**src/rtl/spim_pkg.sv**
```systemverilog
package spim_pkg;
  localparam int WORD_W = 32;
  localparam int ADDR_W = 3;
  localparam int CODE_W = 4;
  localparam int PRE_W  = 4;
  localparam int LEN_W  = $clog2(WORD_W) + 1;

  // bit positions decoded by software
  localparam int MODE_LOOP_BIT   = 30;
  localparam int MODE_MSB_BIT    = 26;
  localparam int MODE_MASTER_BIT = 25;
  localparam int MODE_EN_BIT     = 24;
  localparam int MODE_LEN_LSB    = 20;
  localparam int MODE_PRE_LSB    = 16;
  localparam int EV_RDY_BIT      = 9;
  localparam int EV_FREE_BIT     = 8;
  localparam int CMD_LAST_BIT    = 22;

  localparam logic [ADDR_W-1:0] A_MODE  = 3'd0;
  localparam logic [ADDR_W-1:0] A_EVENT = 3'd1;
  localparam logic [ADDR_W-1:0] A_MASK  = 3'd2;
  localparam logic [ADDR_W-1:0] A_CMD   = 3'd3;
  localparam logic [ADDR_W-1:0] A_TX    = 3'd4;
  localparam logic [ADDR_W-1:0] A_RX    = 3'd5;

  typedef struct packed {
    logic              loopback;
    logic              msb_first;
    logic              master;
    logic              enable;
    logic [CODE_W-1:0] len_code;
    logic [PRE_W-1:0]  presc;
  } mode_t;

  // code 0 -> full word, 1..3 -> 4 bits, n -> n+1 bits
  function automatic logic [LEN_W-1:0] decode_len(input logic [CODE_W-1:0] code);
    if (code == '0) return LEN_W'(WORD_W);
    else if (code < CODE_W'(3)) return LEN_W'(4);
    else return LEN_W'(code) + LEN_W'(1);
  endfunction
endpackage

```
**src/rtl/spim_regfile.sv**
```systemverilog
module spim_regfile
  import spim_pkg::*;
(
  input  logic              clk,
  input  logic              rst_n,
  input  logic              wr_i,
  input  logic [ADDR_W-1:0] addr_i,
  input  logic [WORD_W-1:0] wdata_i,
  input  logic              done_i,
  input  logic [WORD_W-1:0] rx_word_i,
  output mode_t             mode_o,
  output logic [WORD_W-1:0] rdata_o,
  output logic              irq_o
);
  mode_t             mode_q;
  logic              ev_rdy_q, ev_free_q;
  logic              msk_rdy_q, msk_free_q;
  logic              cmd_last_q;
  logic [WORD_W-1:0] rx_q;

  always_ff @(posedge clk) begin
    if (!rst_n) begin
      mode_q     <= '0;
      ev_rdy_q   <= 1'b0;
      ev_free_q  <= 1'b1;
      msk_rdy_q  <= 1'b0;
      msk_free_q <= 1'b0;
      cmd_last_q <= 1'b0;
      rx_q       <= '0;
    end else begin
      if (wr_i && addr_i == A_MODE) begin
        mode_q.loopback  <= wdata_i[MODE_LOOP_BIT];
        mode_q.msb_first <= wdata_i[MODE_MSB_BIT];
        mode_q.master    <= wdata_i[MODE_MASTER_BIT];
        mode_q.enable    <= wdata_i[MODE_EN_BIT];
        mode_q.len_code  <= wdata_i[MODE_LEN_LSB +: CODE_W];
        mode_q.presc     <= wdata_i[MODE_PRE_LSB +: PRE_W];
      end
      if (wr_i && addr_i == A_MASK) begin
        msk_rdy_q  <= wdata_i[EV_RDY_BIT];
        msk_free_q <= wdata_i[EV_FREE_BIT];
      end
      if (wr_i && addr_i == A_CMD) cmd_last_q <= wdata_i[CMD_LAST_BIT];
      if (done_i) begin
        ev_rdy_q  <= 1'b1;
        ev_free_q <= 1'b1;
        rx_q      <= rx_word_i;
      end else if (wr_i && addr_i == A_EVENT) begin
        if (wdata_i[EV_RDY_BIT])  ev_rdy_q  <= 1'b0;
        if (wdata_i[EV_FREE_BIT]) ev_free_q <= 1'b0;
      end
    end
  end

  always_comb begin
    rdata_o = '0;
    case (addr_i)
      A_MODE: begin
        rdata_o[MODE_LOOP_BIT]              = mode_q.loopback;
        rdata_o[MODE_MSB_BIT]               = mode_q.msb_first;
        rdata_o[MODE_MASTER_BIT]            = mode_q.master;
        rdata_o[MODE_EN_BIT]                = mode_q.enable;
        rdata_o[MODE_LEN_LSB +: CODE_W]     = mode_q.len_code;
        rdata_o[MODE_PRE_LSB +: PRE_W]      = mode_q.presc;
      end
      A_EVENT: begin
        rdata_o[EV_RDY_BIT]  = ev_rdy_q;
        rdata_o[EV_FREE_BIT] = ev_free_q;
      end
      A_MASK: begin
        rdata_o[EV_RDY_BIT]  = msk_rdy_q;
        rdata_o[EV_FREE_BIT] = msk_free_q;
      end
      A_CMD:   rdata_o[CMD_LAST_BIT] = cmd_last_q;
      A_RX:    rdata_o = rx_q;
      default: rdata_o = '0;
    endcase
  end

  assign mode_o = mode_q;
  assign irq_o  = (ev_rdy_q & msk_rdy_q) | (ev_free_q & msk_free_q);

  AST_EVENTS_ON_DONE: assert property (@(posedge clk) disable iff (!rst_n)
    done_i |=> (ev_rdy_q && ev_free_q));
  AST_RX_HELD: assert property (@(posedge clk) disable iff (!rst_n)
    !done_i |=> $stable(rx_q));
  AST_IRQ_NEEDS_MASK: assert property (@(posedge clk) disable iff (!rst_n)
    irq_o |-> (msk_rdy_q || msk_free_q));
endmodule

```
**src/rtl/spim_clkgen.sv**
```systemverilog
module spim_clkgen #(
  parameter int PRE_W = 4
) (
  input  logic             clk,
  input  logic             rst_n,
  input  logic             load_i,
  input  logic [PRE_W-1:0] presc_i,
  input  logic             run_i,
  output logic             tick_o
);
  localparam int CNT_W = PRE_W + 2;

  logic [CNT_W-1:0] half_m1_q;
  logic [CNT_W-1:0] cnt_q;

  always_ff @(posedge clk) begin
    if (!rst_n) begin
      half_m1_q <= '0;
      cnt_q     <= '0;
    end else if (load_i) begin
      half_m1_q <= {1'b0, presc_i, 1'b1};   // 2*(P+1)-1
      cnt_q     <= '0;
    end else if (run_i) begin
      cnt_q <= tick_o ? '0 : cnt_q + CNT_W'(1);
    end
  end

  assign tick_o = run_i && (cnt_q == half_m1_q);

  AST_CNT_BOUND: assert property (@(posedge clk) disable iff (!rst_n)
    run_i |-> (cnt_q <= half_m1_q));
endmodule

```
**src/rtl/spim_shifter.sv**
```systemverilog
module spim_shifter #(
  parameter int WORD_W = 32,
  parameter int LEN_W  = 6
) (
  input  logic              clk,
  input  logic              rst_n,
  input  logic              start_i,
  input  logic [WORD_W-1:0] tx_word_i,
  input  logic [LEN_W-1:0]  len_i,
  input  logic              msb_first_i,
  input  logic              en_i,
  input  logic              tick_i,
  input  logic              miso_i,
  output logic              busy_o,
  output logic              sck_o,
  output logic              mosi_o,
  output logic              done_o,
  output logic [WORD_W-1:0] rx_word_o
);
  logic              busy_q, sck_q, mosi_q, msb_q;
  logic [WORD_W-1:0] sh_q, rx_q;
  logic [LEN_W-1:0]  left_q, len_q;
  logic [LEN_W-1:0]  pad_start;

  assign pad_start = LEN_W'(WORD_W) - len_i;

  always_ff @(posedge clk) begin
    if (!rst_n) begin
      busy_q <= 1'b0;
      sck_q  <= 1'b0;
      mosi_q <= 1'b0;
      msb_q  <= 1'b0;
      sh_q   <= '0;
      rx_q   <= '0;
      left_q <= '0;
      len_q  <= '0;
    end else if (start_i) begin
      busy_q <= 1'b1;
      sck_q  <= 1'b0;
      msb_q  <= msb_first_i;
      len_q  <= len_i;
      left_q <= len_i;
      rx_q   <= '0;
      sh_q   <= msb_first_i ? (tx_word_i << pad_start) : tx_word_i;
      mosi_q <= msb_first_i ? tx_word_i[len_i - LEN_W'(1)] : tx_word_i[0];
    end else if (busy_q) begin
      if (!en_i) begin
        busy_q <= 1'b0;
        sck_q  <= 1'b0;
        mosi_q <= 1'b0;
      end else if (tick_i) begin
        if (!sck_q) begin
          sck_q <= 1'b1;
          rx_q  <= msb_q ? {rx_q[WORD_W-2:0], miso_i} : {miso_i, rx_q[WORD_W-1:1]};
        end else begin
          sck_q <= 1'b0;
          if (left_q == LEN_W'(1)) begin
            busy_q <= 1'b0;
            mosi_q <= 1'b0;
          end else begin
            left_q <= left_q - LEN_W'(1);
            if (msb_q) begin
              sh_q   <= sh_q << 1;
              mosi_q <= sh_q[WORD_W-2];
            end else begin
              sh_q   <= sh_q >> 1;
              mosi_q <= sh_q[1];
            end
          end
        end
      end
    end
  end

  assign busy_o    = busy_q;
  assign sck_o     = sck_q;
  assign mosi_o    = mosi_q;
  assign done_o    = busy_q && en_i && tick_i && sck_q && (left_q == LEN_W'(1));
  assign rx_word_o = msb_q ? rx_q : (rx_q >> (LEN_W'(WORD_W) - len_q));

  AST_SCK_IDLE_LOW: assert property (@(posedge clk) disable iff (!rst_n)
    !busy_q |-> !sck_q);
  AST_MOSI_STEADY_HIGH: assert property (@(posedge clk) disable iff (!rst_n)
    (busy_q && sck_q) |-> $stable(mosi_q));
  AST_ABORT_IDLE: assert property (@(posedge clk) disable iff (!rst_n)
    (busy_q && !en_i && !start_i) |=> (!busy_q && !sck_q && !mosi_q));
  AST_START_WHEN_IDLE: assert property (@(posedge clk) disable iff (!rst_n)
    start_i |-> !busy_q);
  AST_RX_UPPER_ZERO: assert property (@(posedge clk) disable iff (!rst_n)
    (done_o && len_q < LEN_W'(WORD_W)) |-> ((rx_word_o >> len_q) == '0));
endmodule

```
**src/rtl/spim_ctrl.sv**
```systemverilog
module spim_ctrl
  import spim_pkg::*;
(
  input  logic              clk,
  input  logic              rst_n,
  input  logic              reg_wr,
  input  logic [ADDR_W-1:0] reg_addr,
  input  logic [WORD_W-1:0] reg_wdata,
  output logic [WORD_W-1:0] reg_rdata,
  output logic              spi_sck,
  output logic              spi_mosi,
  input  logic              spi_miso,
  output logic              spi_irq
);
  mode_t             mode;
  logic              busy, tick, done, start, miso_int;
  logic [LEN_W-1:0]  len;
  logic [WORD_W-1:0] rx_word;

  assign len      = decode_len(mode.len_code);
  assign start    = reg_wr && (reg_addr == A_TX) && mode.enable && mode.master && !busy;
  assign miso_int = mode.loopback ? spi_mosi : spi_miso;

  spim_regfile u_regs (
    .clk      (clk),
    .rst_n    (rst_n),
    .wr_i     (reg_wr),
    .addr_i   (reg_addr),
    .wdata_i  (reg_wdata),
    .done_i   (done),
    .rx_word_i(rx_word),
    .mode_o   (mode),
    .rdata_o  (reg_rdata),
    .irq_o    (spi_irq)
  );

  spim_clkgen #(.PRE_W(PRE_W)) u_clk (
    .clk    (clk),
    .rst_n  (rst_n),
    .load_i (start),
    .presc_i(mode.presc),
    .run_i  (busy),
    .tick_o (tick)
  );

  spim_shifter #(.WORD_W(WORD_W), .LEN_W(LEN_W)) u_shift (
    .clk        (clk),
    .rst_n      (rst_n),
    .start_i    (start),
    .tx_word_i  (reg_wdata),
    .len_i      (len),
    .msb_first_i(mode.msb_first),
    .en_i       (mode.enable),
    .tick_i     (tick),
    .miso_i     (miso_int),
    .busy_o     (busy),
    .sck_o      (spi_sck),
    .mosi_o     (spi_mosi),
    .done_o     (done),
    .rx_word_o  (rx_word)
  );

  AST_START_NEEDS_ENABLE: assert property (@(posedge clk) disable iff (!rst_n)
    $rose(busy) |-> $past(mode.enable && mode.master));
endmodule

```
**config.mk**
```make
export PLATFORM = sky130hd
export DESIGN_NAME = spim_ctrl
export DESIGN_NICKNAME = d
export VERILOG_FILES = /design/src/rtl/spim_pkg.sv /design/src/rtl/spim_regfile.sv /design/src/rtl/spim_clkgen.sv /design/src/rtl/spim_shifter.sv /design/src/rtl/spim_ctrl.sv
export SDC_FILE = /design/constraint.sdc
export NUM_CORES = 1
export LEC_CHECK = 0
export ABC_AREA = 1
export BUFFER_PORTS_ARGS = -buffer_cell sky130_fd_sc_hd__clkbuf_2
export CORE_MARGIN = 5
export CORE_UTILIZATION = 50
export CTS_BUF_LIST = sky130_fd_sc_hd__clkbuf_4 sky130_fd_sc_hd__clkbuf_8
export CTS_CLUSTER_DIAMETER = 60
export CTS_CLUSTER_SIZE = 8
export DETAILED_ROUTE_END_ITERATION = 16
export PLACE_DENSITY = 0.78
export SLEW_MARGIN = 25
export SYNTH_ARGS = -nofsm -noshare
export SYNTH_HDL_FRONTEND = slang
export SYNTH_HIERARCHICAL = 1
export SYNTH_SLANG_ARGS = --single-unit
```
**constraint.sdc**
```tcl
create_clock -name clk -period 2.6 [get_ports clk]
set_input_delay 0.13 -clock clk [delete_from_list [all_inputs] [get_ports clk]]
set_output_delay 0.13 -clock clk [all_outputs]
set_load 0.01 [all_outputs]
```
==> metrics.cfg, run 1 <==
[run_status]
outcome = complete, no violations

[critical_path]
worst_path_largest_cell_delay_ns = 0.38
cpMostUsedCell = sky130_fd_sc_hd__nand3_1
critPathBufInv = 5
data_arrival_time_of_the_critical_path_ns = 2.84
crit_cells = 16
r2r_setup_slack_ns = 0.13
critical-path-top-delay-family = simple AND/OR/NAND/NOR gates
critical-path-slowest-cell = sky130_fd_sc_hd__dfxtp_4
r2r.worst_path.cells = 16
timing_worst_setup_path_type = flop to flop
crit_path_start_kind = flop
timing.critical_path.to_type = flop
cp_cell_sequence = inv_1 -> ha_1 -> o21ai_2 -> nand2_1 -> inv_1 -> inv_2 -> ha_4 -> inv_2 -> buf_2 -> nand3_1 -> nand3_1 -> nand3_1 -> nand3_1 -> nand3_1 -> nand2_1 -> nand2_1
cp_data_required_time_ns = 2.98
worst-path-max-fanout = 7
worst_setup_path_startpoint = u_regs/mode_o[4]$_SDFFE_PN0P_
r2r-start = u_regs/mode_o[4]$_SDFFE_PN0P_

[synth]
async_reset_ff_share_pct = 0
syn-cell-area_um2 = 10300
number_of_flip_flops_and_latches_in_the_synthesized_netlist = 140
yosys.area.top_type_share_pct = 27.3
synth_largest_area_cell = sky130_fd_sc_hd__dfxtp_1
synth_cell_types = 44
synth_top_flop_cell = sky130_fd_sc_hd__dfxtp_1
avgSynthCellArea_um2 = 5.96
yosys_warns = 6
postSynthNetCount = 1766
proportion_of_synthesized_chip_area_in_sequential_cells_pct = 27.3
yosysMostFrequentCell = sky130_fd_sc_hd__nand2_1
yosys-top-cells-area = sky130_fd_sc_hd__dfxtp_1 27%, sky130_fd_sc_hd__nand2_1 18%, sky130_fd_sc_hd__nand3_1 12%
synth_edf_count = 0
netlist_instances = 1720
netlist_top_cells_count = 500 x sky130_fd_sc_hd__nand2_1, 251 x sky130_fd_sc_hd__nand3_1, 180 x sky130_fd_sc_hd__o21ai_0

[place]
detailedPlace.worstSlack_ns = 0.00315
finalWeightedCongestion = 1.04
place_hpwl_um = 25500
buffer_ports.inserted = 73

[power_and_ir_drop]
power_density_nw_per_um2 = 409
cell_internal_pwr_uw = 3190
combinational_share_of_power_pct = 15.1
clock_power_share_pct = 39.4
switching_share_pct = 32.6
power_frac_seq_pct = 45.5
power.leakage_uw = 0.00500
vdd_drop_max_v = 0.000310
netSwitchingPower_uw = 1540

[sta]
grt_setup_unrepaired = yes
maximum_achievable_frequency_mhz = 405
timing.final.crit_period_ns = 2.47
tightest_slew_ns = 0.722
timing_hold_violations_final = 0
final.hold.worst_slack_ns = 0.0278
clock_skew_ns = 0.0182
timing.final.ws_setup_ns = 0.133
fin_crit_sh_pct = 94.9
setup-violations-final = 0
max-slew-margin-rel_pct = 51.7
final-max-slew-violation-count = 0

[cells_and_area]
synthesis_to_layout_area_growth_pct = 12.9
multi_input_area_um2 = 6470
insertedDiodeCount = 0
fill_cells = 2006
register_area_um2 = 2810
finalNetCount = 1814
post_route_cells_drive_above_1_share_pct = 12.1

[floorplanning]
start_util_pct = 50.7
die_y_um = 153
placementRows = 52
io_pins = 74
coreArea_um2 = 20200
die_area_um2 = 23500
die-width_um = 153

[min_path]
min_from = reg_wdata[10]
worstHoldPathCells = 3
hold_path.class = input pin to flop

[routing]
dr_total_vias = 12035
wirelength_um = 34900
drt-wirelength-per-cell_um = 17.0
drt.antenna.violating_nets = 0
drt_iter0_drc = 1595
drt_drc_violations_left = 0
detail_route.first_pass.iterations = 6
via_cell_ratio = 5.87

[grt]
grt.overflow.total = 0
largest_net_degree_at_the_start_of_global_routing = 68
grt_first_pass_wirelength_um = 54600
global_route.usage.total_pct = 28.3
grt_pass1_vias = 10586
number_of_antenna_violations_at_the_first_check_in_global_routing = 0

[clock_tree]
cts.sink_count = 140
clock_tree_from_tritoncts = built
h_tree_level_count = 4
cts-buffers-inserted = 17
cts.reportedPaths.clkPinSlew_ns = 0.10
library_cell_used_as_clock_root_buffer = sky130_fd_sc_hd__clkbuf_8
clk-insertion-delay-late_ns = 0.47
maximum_count_of_clock_buffers_along_a_single_path = 2

[flow_run]
max-cap-violations = 0

routing by layer:
layer	global-route usage [%]	routed length [um]	vias to the layer above
li1	-	-	5828
met1	36.9	14200	5467
met3	4.83	2960	124
met4	13.3	1790	0
met5	0	0	-
met2	45.5	15900	616
worst paths after layout:
check / end
worst max-delay path: u_shift/sh_q[29]$_SDFFE_PN0P_
worst min-delay path: u_shift/sh_q[10]$_SDFFE_PN0P_
worst max register to register: u_shift/sh_q[29]$_SDFFE_PN0P_
worst min register to register: u_regs/rx_q[28]$_SDFFE_PN0P_
worst reg2reg max path, cell delays in order (launching register included):
cell and delay, ns:
sky130_fd_sc_hd__dfxtp_4 0.38, sky130_fd_sc_hd__inv_1 0.06, sky130_fd_sc_hd__ha_1 0.23, sky130_fd_sc_hd__o21ai_2 0.15, sky130_fd_sc_hd__nand2_1 0.07, sky130_fd_sc_hd__inv_1 0.09, sky130_fd_sc_hd__inv_2 0.07, sky130_fd_sc_hd__ha_4 0.26
sky130_fd_sc_hd__inv_2 0.09, sky130_fd_sc_hd__buf_2 0.21, sky130_fd_sc_hd__nand3_1 0.12, sky130_fd_sc_hd__nand3_1 0.10, sky130_fd_sc_hd__nand3_1 0.12, sky130_fd_sc_hd__nand3_1 0.16, sky130_fd_sc_hd__nand3_1 0.14, sky130_fd_sc_hd__nand2_1 0.08
sky130_fd_sc_hd__nand2_1 0.05
sequential cells by signal, indices dropped and copies added (netlist names):
| signal | cells |
|---|---|
| u_regs/rx_q | 32 |
| u_shift/busy_o | 1 |
| u_shift/sh_q | 32 |
| u_shift/msb_q | 1 |
| u_regs/cmd_last_q | 1 |
| u_shift/mosi_o | 1 |
| u_shift/sck_o | 1 |
| u_shift/len_q | 6 |
| u_regs/mode_o | 12 |
| u_regs/msk_free_q | 1 |
| u_clk/cnt_q | 6 |
| u_shift/rx_q | 32 |
| u_clk/half_m1_q | 5 |
| u_regs/ev_rdy_q | 1 |
| u_shift/left_q | 6 |
| u_regs/ev_free_q | 1 |
| u_regs/msk_rdy_q | 1 |
layout by cell type (no fill, tap or decap), types with 4 or more instances in the layout:
master,n
sky130_fd_sc_hd__inv_1,124
sky130_fd_sc_hd__nor2_2,9
sky130_fd_sc_hd__mux2i_1,29
sky130_fd_sc_hd__ha_1,6
sky130_fd_sc_hd__nand2_2,5
sky130_fd_sc_hd__dlygate4sd3_1,11
sky130_fd_sc_hd__o21ai_1,23
sky130_fd_sc_hd__xor2_1,9
sky130_fd_sc_hd__a211oi_1,6
sky130_fd_sc_hd__inv_2,12
sky130_fd_sc_hd__clkbuf_2,73
sky130_fd_sc_hd__buf_4,40
sky130_fd_sc_hd__a21oi_1,99
sky130_fd_sc_hd__nand3_2,5
sky130_fd_sc_hd__a32o_1,4
sky130_fd_sc_hd__a31oi_1,15
sky130_fd_sc_hd__o211ai_1,21
sky130_fd_sc_hd__nor2_1,107
sky130_fd_sc_hd__buf_12,9
sky130_fd_sc_hd__or2_1,9
sky130_fd_sc_hd__o22ai_1,13
sky130_fd_sc_hd__nand2_1,498
sky130_fd_sc_hd__or2_2,4
sky130_fd_sc_hd__nor3_1,4
sky130_fd_sc_hd__nand4_1,10
sky130_fd_sc_hd__nor2_4,4
sky130_fd_sc_hd__inv_6,6
sky130_fd_sc_hd__clkbuf_8,17
sky130_fd_sc_hd__dfxtp_2,4
sky130_fd_sc_hd__nand3_1,249
sky130_fd_sc_hd__dfxtp_1,135
sky130_fd_sc_hd__o21ai_0,177
kinds of logic (layout without fill, tap and decap cells):
logic type	after synthesis	count (layout)	synth area share, %
compound gates	368	368	19.5
flops	140	140	27.3
simple gates	913	913	38.2
buf+inv	250	311	10.2
xor+xnor	13	13	1.11
mux	29	29	2.83
fa+ha+maj	7	7	0.854
stage by stage:
step | std cells | util [%] | setup TNS [ns] | total power, uW | instance area (um2)
after floorplan | 1720 | - | 0 | 2640 | 10300
after global placement | 2002 | 54.0 | 0 | 2860 | 10900
after detailed placement | 2002 | 54.0 | 0 | 2860 | 10900
after CTS | 2045 | 56.6 | 0 | 4720 | 11500
after global routing | 2051 | 57.2 | -0.0461 | 4920 | 11600
final | 2051 | 57.2 | 0 | 4730 | 11600
area by class of cell:
class | instances | area share, %
Clock buffer | 17 | 2.02
Clock inverter | 15 | 1.50
Inverter | 142 | 4.68
Multi-Input combinational cell | 1330 | 55.9
Sequential cell | 140 | 24.3
Tap cell | 270 | 2.92
Timing Repair Buffer | 137 | 8.71
power by group through the flow:
stage	Clock, uW	Combinational (uW)	Sequential, uW
6_report	1860	716	2150
3_3_place_gp	0	656	2200
3_5_place_dp	0	653	2200
4_1_cts	1900	669	2150
2_1_floorplan	0	433	2200
5_1_grt	2000	767	2160
timing repair:
action	in CTS	in global routing
hold buffers	11	0
setup endpoints to repair	2	44
pin swaps	0	2
cloned	0	2
setup buffers	0	4
gates resized for setup	1	22
hold endpoints to repair	12	0
Power figures use the tool's default switching activity.
==> run 2: changes to the inputs <==
--- a/config.mk
+++ b/config.mk
@@ -5,7 +5,6 @@
 export SDC_FILE = /design/constraint.sdc
 export NUM_CORES = 1
 export LEC_CHECK = 0
-export ABC_AREA = 1
 export BUFFER_PORTS_ARGS = -buffer_cell sky130_fd_sc_hd__clkbuf_2
 export CORE_MARGIN = 5
 export CORE_UTILIZATION = 50
==> run 2 against run 1 <==
  * The run now ends with negative setup slack left
  * Sequential power hardly changed
  * Count of clock-buffer cells in the layout is 1 higher
  * Synthesized cell count down 27%
  * Critical path type unchanged
==> metrics.cfg, run 2 <==
[sta]
timing.final.crit_period_ns = 2.97
timing.final.ws_setup_ns = -0.374
timing_hold_violations_final = 0
tightest_slew_ns = 0.841
max-slew-margin-rel_pct = 43.8
final-max-slew-violation-count = 0
setup-violations-final = 30
fin_crit_sh_pct = 114
grt_setup_unrepaired = yes
maximum_achievable_frequency_mhz = 336
clock_skew_ns = 0.0197

[run_status]
failed_checks = negative setup slack
outcome = complete, but fails checks

[synth]
yosys_warns = 6
yosysMostFrequentCell = sky130_fd_sc_hd__nand2_1
async_reset_ff_share_pct = 0
synth_top_flop_cell = sky130_fd_sc_hd__dfxtp_1
netlist_instances = 1262
netlist_top_cells_count = 206 x sky130_fd_sc_hd__nand2_1, 140 x sky130_fd_sc_hd__dfxtp_1, 126 x sky130_fd_sc_hd__mux2i_1
yosys-top-cells-area = sky130_fd_sc_hd__dfxtp_1 26%, sky130_fd_sc_hd__mux2i_1 12%, sky130_fd_sc_hd__mux4_2 9.8%
synth_edf_count = 0
syn-cell-area_um2 = 10600
proportion_of_synthesized_chip_area_in_sequential_cells_pct = 26.5
postSynthNetCount = 1308
synth_largest_area_cell = sky130_fd_sc_hd__dfxtp_1
avgSynthCellArea_um2 = 8.38
number_of_flip_flops_and_latches_in_the_synthesized_netlist = 140
yosys.area.top_type_share_pct = 26.5
synth_cell_types = 89

[grt]
global_route.usage.total_pct = 29.3
grt.overflow.total = 0
grt_pass1_vias = 10230
grt_first_pass_wirelength_um = 56500
largest_net_degree_at_the_start_of_global_routing = 66
number_of_antenna_violations_at_the_first_check_in_global_routing = 0

[floorplanning]
die-width_um = 155
io_pins = 74
start_util_pct = 50.5
coreArea_um2 = 21000
die_area_um2 = 24200
die_y_um = 155
placementRows = 53

[clock_tree]
cts.sink_count = 140
cts-buffers-inserted = 17
cts.reportedPaths.clkPinSlew_ns = 0.08
clock_tree_from_tritoncts = built
h_tree_level_count = 4
clk-insertion-delay-late_ns = 0.46
maximum_count_of_clock_buffers_along_a_single_path = 2
library_cell_used_as_clock_root_buffer = sky130_fd_sc_hd__clkbuf_8

[critical_path]
crit_path_start_kind = flop
data_arrival_time_of_the_critical_path_ns = 3.32
timing.critical_path.to_type = flop
crit-reg2reg-capture = u_shift/sh_q[29]$_SDFFE_PN0P_
worst-path-max-fanout = 17
r2r-start = u_regs/mode_o[5]$_SDFFE_PN0P_
r2r_setup_slack_ns = -0.37
r2r.worst_path.cells = 12
cp_data_required_time_ns = 2.95
timing_worst_setup_path_type = flop to flop

[place]
finalWeightedCongestion = 1.01
place_hpwl_um = 26500
placement_cell_area_um2 = 12300
buffer_ports.inserted = 73

[routing]
drt_drc_violations_left = 0
detail_route.first_pass.iterations = 7
drt.antenna.violating_nets = 0
drt-wirelength-per-cell_um = 21.3
wirelength_um = 36800
via_cell_ratio = 6.44
dr_total_vias = 11103
drt_iter0_drc = 1494

[power_and_ir_drop]
post-layout-total-power_uw = 4900
power_density_nw_per_um2 = 364
vdd_drop_max_v = 0.000297
power.leakage_uw = 0.00464

[cells_and_area]
finalNetCount = 1484
layout.cell_area.non_filler_um2 = 13400
synthesis_to_layout_area_growth_pct = 27.0
fill_cells = 1720
insertedDiodeCount = 0
mostFrequentLayoutCells = 203 x sky130_fd_sc_hd__nand2_1, 160 x sky130_fd_sc_hd__buf_4, 136 x sky130_fd_sc_hd__dfxtp_1, 116 x sky130_fd_sc_hd__mux2i_1, 88 x sky130_fd_sc_hd__nor2_1
layout.cells.most_common = sky130_fd_sc_hd__nand2_1
register_area_um2 = 2820
post_route_cells_drive_above_1_share_pct = 32.4
multi_input_area_um2 = 7810
layout_top_registers = u_regs/rx_q: 32 flops, u_shift/rx_q: 32 flops, u_shift/sh_q: 32 flops

[min_path]
worstHoldPathCells = 3
min_from = reg_wdata[24]
min_delay_worst_endpoint = u_regs/mode_o[8]$_SDFFE_PN0P_
hold_path.class = input pin to flop

[flow_run]
max-cap-violations = 0

run 2: how the worst max path moves through the flow:
| stage | start | endpoint | slack [ns] | depth (start not counted) |
|---|---|---|---|---|
| after global routing | u_regs/mode_o[5]$_SDFFE_PN0P_ | u_shift/sh_q[29]$_SDFFE_PN0P_ | -0.50 | 12 |
| after global placement | u_regs/mode_o[5]$_SDFFE_PN0P_ | u_shift/sh_q[31]$_SDFFE_PN0P_ | -0.39 | 13 |
| after CTS | u_regs/mode_o[5]$_SDFFE_PN0P_ | u_shift/mosi_o$_SDFFE_PN0P_ | -0.32 | 14 |
| after detailed placement | u_regs/mode_o[5]$_SDFFE_PN0P_ | u_shift/sh_q[31]$_SDFFE_PN0P_ | -0.46 | 13 |
| after floorplan | u_regs/mode_o[4]$_SDFFE_PN0P_ | u_shift/sh_q[29]$_SDFFE_PN0P_ | -0.56 | 15 |
| final | u_regs/mode_o[5]$_SDFFE_PN0P_ | u_shift/sh_q[29]$_SDFFE_PN0P_ | -0.37 | 12 |
run 2: cells by family (layout without fill, tap and decap cells):
kind of cell	count (synthesis)	after routing	share of synthesized area [%]
simple gates	470	470	21.5
compound gates	309	311	19.8
mux	190	190	23.6
flops	140	140	26.5
buf+inv	123	309	5.79
xor+xnor	23	23	1.98
fa+ha+maj	7	7	0.828
run 2: critical path: stages, from the launching register on:
cell and delay [ns]:
sky130_fd_sc_hd__dfxtp_4 0.38, sky130_fd_sc_hd__inv_4 0.04, sky130_fd_sc_hd__ha_4 0.14, sky130_fd_sc_hd__nand2b_4 0.15, sky130_fd_sc_hd__a21oi_4 0.16, sky130_fd_sc_hd__buf_4 0.27, sky130_fd_sc_hd__buf_12 0.20, sky130_fd_sc_hd__mux2i_1 0.30
sky130_fd_sc_hd__nor2_1 0.12, sky130_fd_sc_hd__mux2_4 0.29, sky130_fd_sc_hd__a222oi_1 0.43, sky130_fd_sc_hd__o21ai_1 0.11, sky130_fd_sc_hd__o221a_1 0.26
run 2: cell type report:
type | instances | area share (%)
Multi-Input combinational cell | 1001 | 58.1
Sequential cell | 140 | 21.0
Timing Repair Buffer | 263 | 15.1
Tap cell | 275 | 2.56
Clock buffer | 18 | 1.84
Clock inverter | 13 | 0.875
Inverter | 15 | 0.503
run 2: repair_timing:
item / in CTS / in global routing
hold endpoints to repair: 5 / 0
resized for setup: 47 / 70
hold buffers: 5 / 0
gates cloned: 0 / 4
pin swaps: 17 / 29
setup endpoints to repair: 37 / 56
setup buffers: 13 / 13
run 2: report_power, final:
part / switching, uW / leakage [uW] / internal, uW
logic: 566 / 0.00332 / 485
registers: 6.15 / 0.00113 / 2140
clock network: 914 / 0.000182 / 781
run 2: routing by layer:
metal | GRT usage (%) | part of all wire (%) | vias to the layer above | wire length, um
li1 | - | - | 5026 | -
met1 | 38.3 | 40 | 5256 | 14700
met2 | 46.7 | 45 | 676 | 16700
met3 | 5.98 | 9.6 | 145 | 3520
met4 | 13.3 | 5.1 | 0 | 1890
met5 | 0 | 0 | - | 0
run 2: per-stage QoR:
| step | hold WS (ns) | worst slack [ns] | utilization [%] | setup TNS (ns) | std cells |
|---|---|---|---|---|---|
| final | 0.0409 | -0.374 | 64.1 | -6.99 | 1725 |
| after global routing | 0.0235 | -0.497 | 64.1 | -10.78 | 1725 |
| after CTS | 0.000438 | -0.319 | 61.9 | -6.71 | 1710 |
| after detailed placement | 0.464 | -0.456 | 58.6 | -7.53 | 1664 |
| after global placement | 0.447 | -0.389 | 58.6 | -5.66 | 1664 |
| after floorplan | 0.237 | -0.560 | - | -7.86 | 1262 |
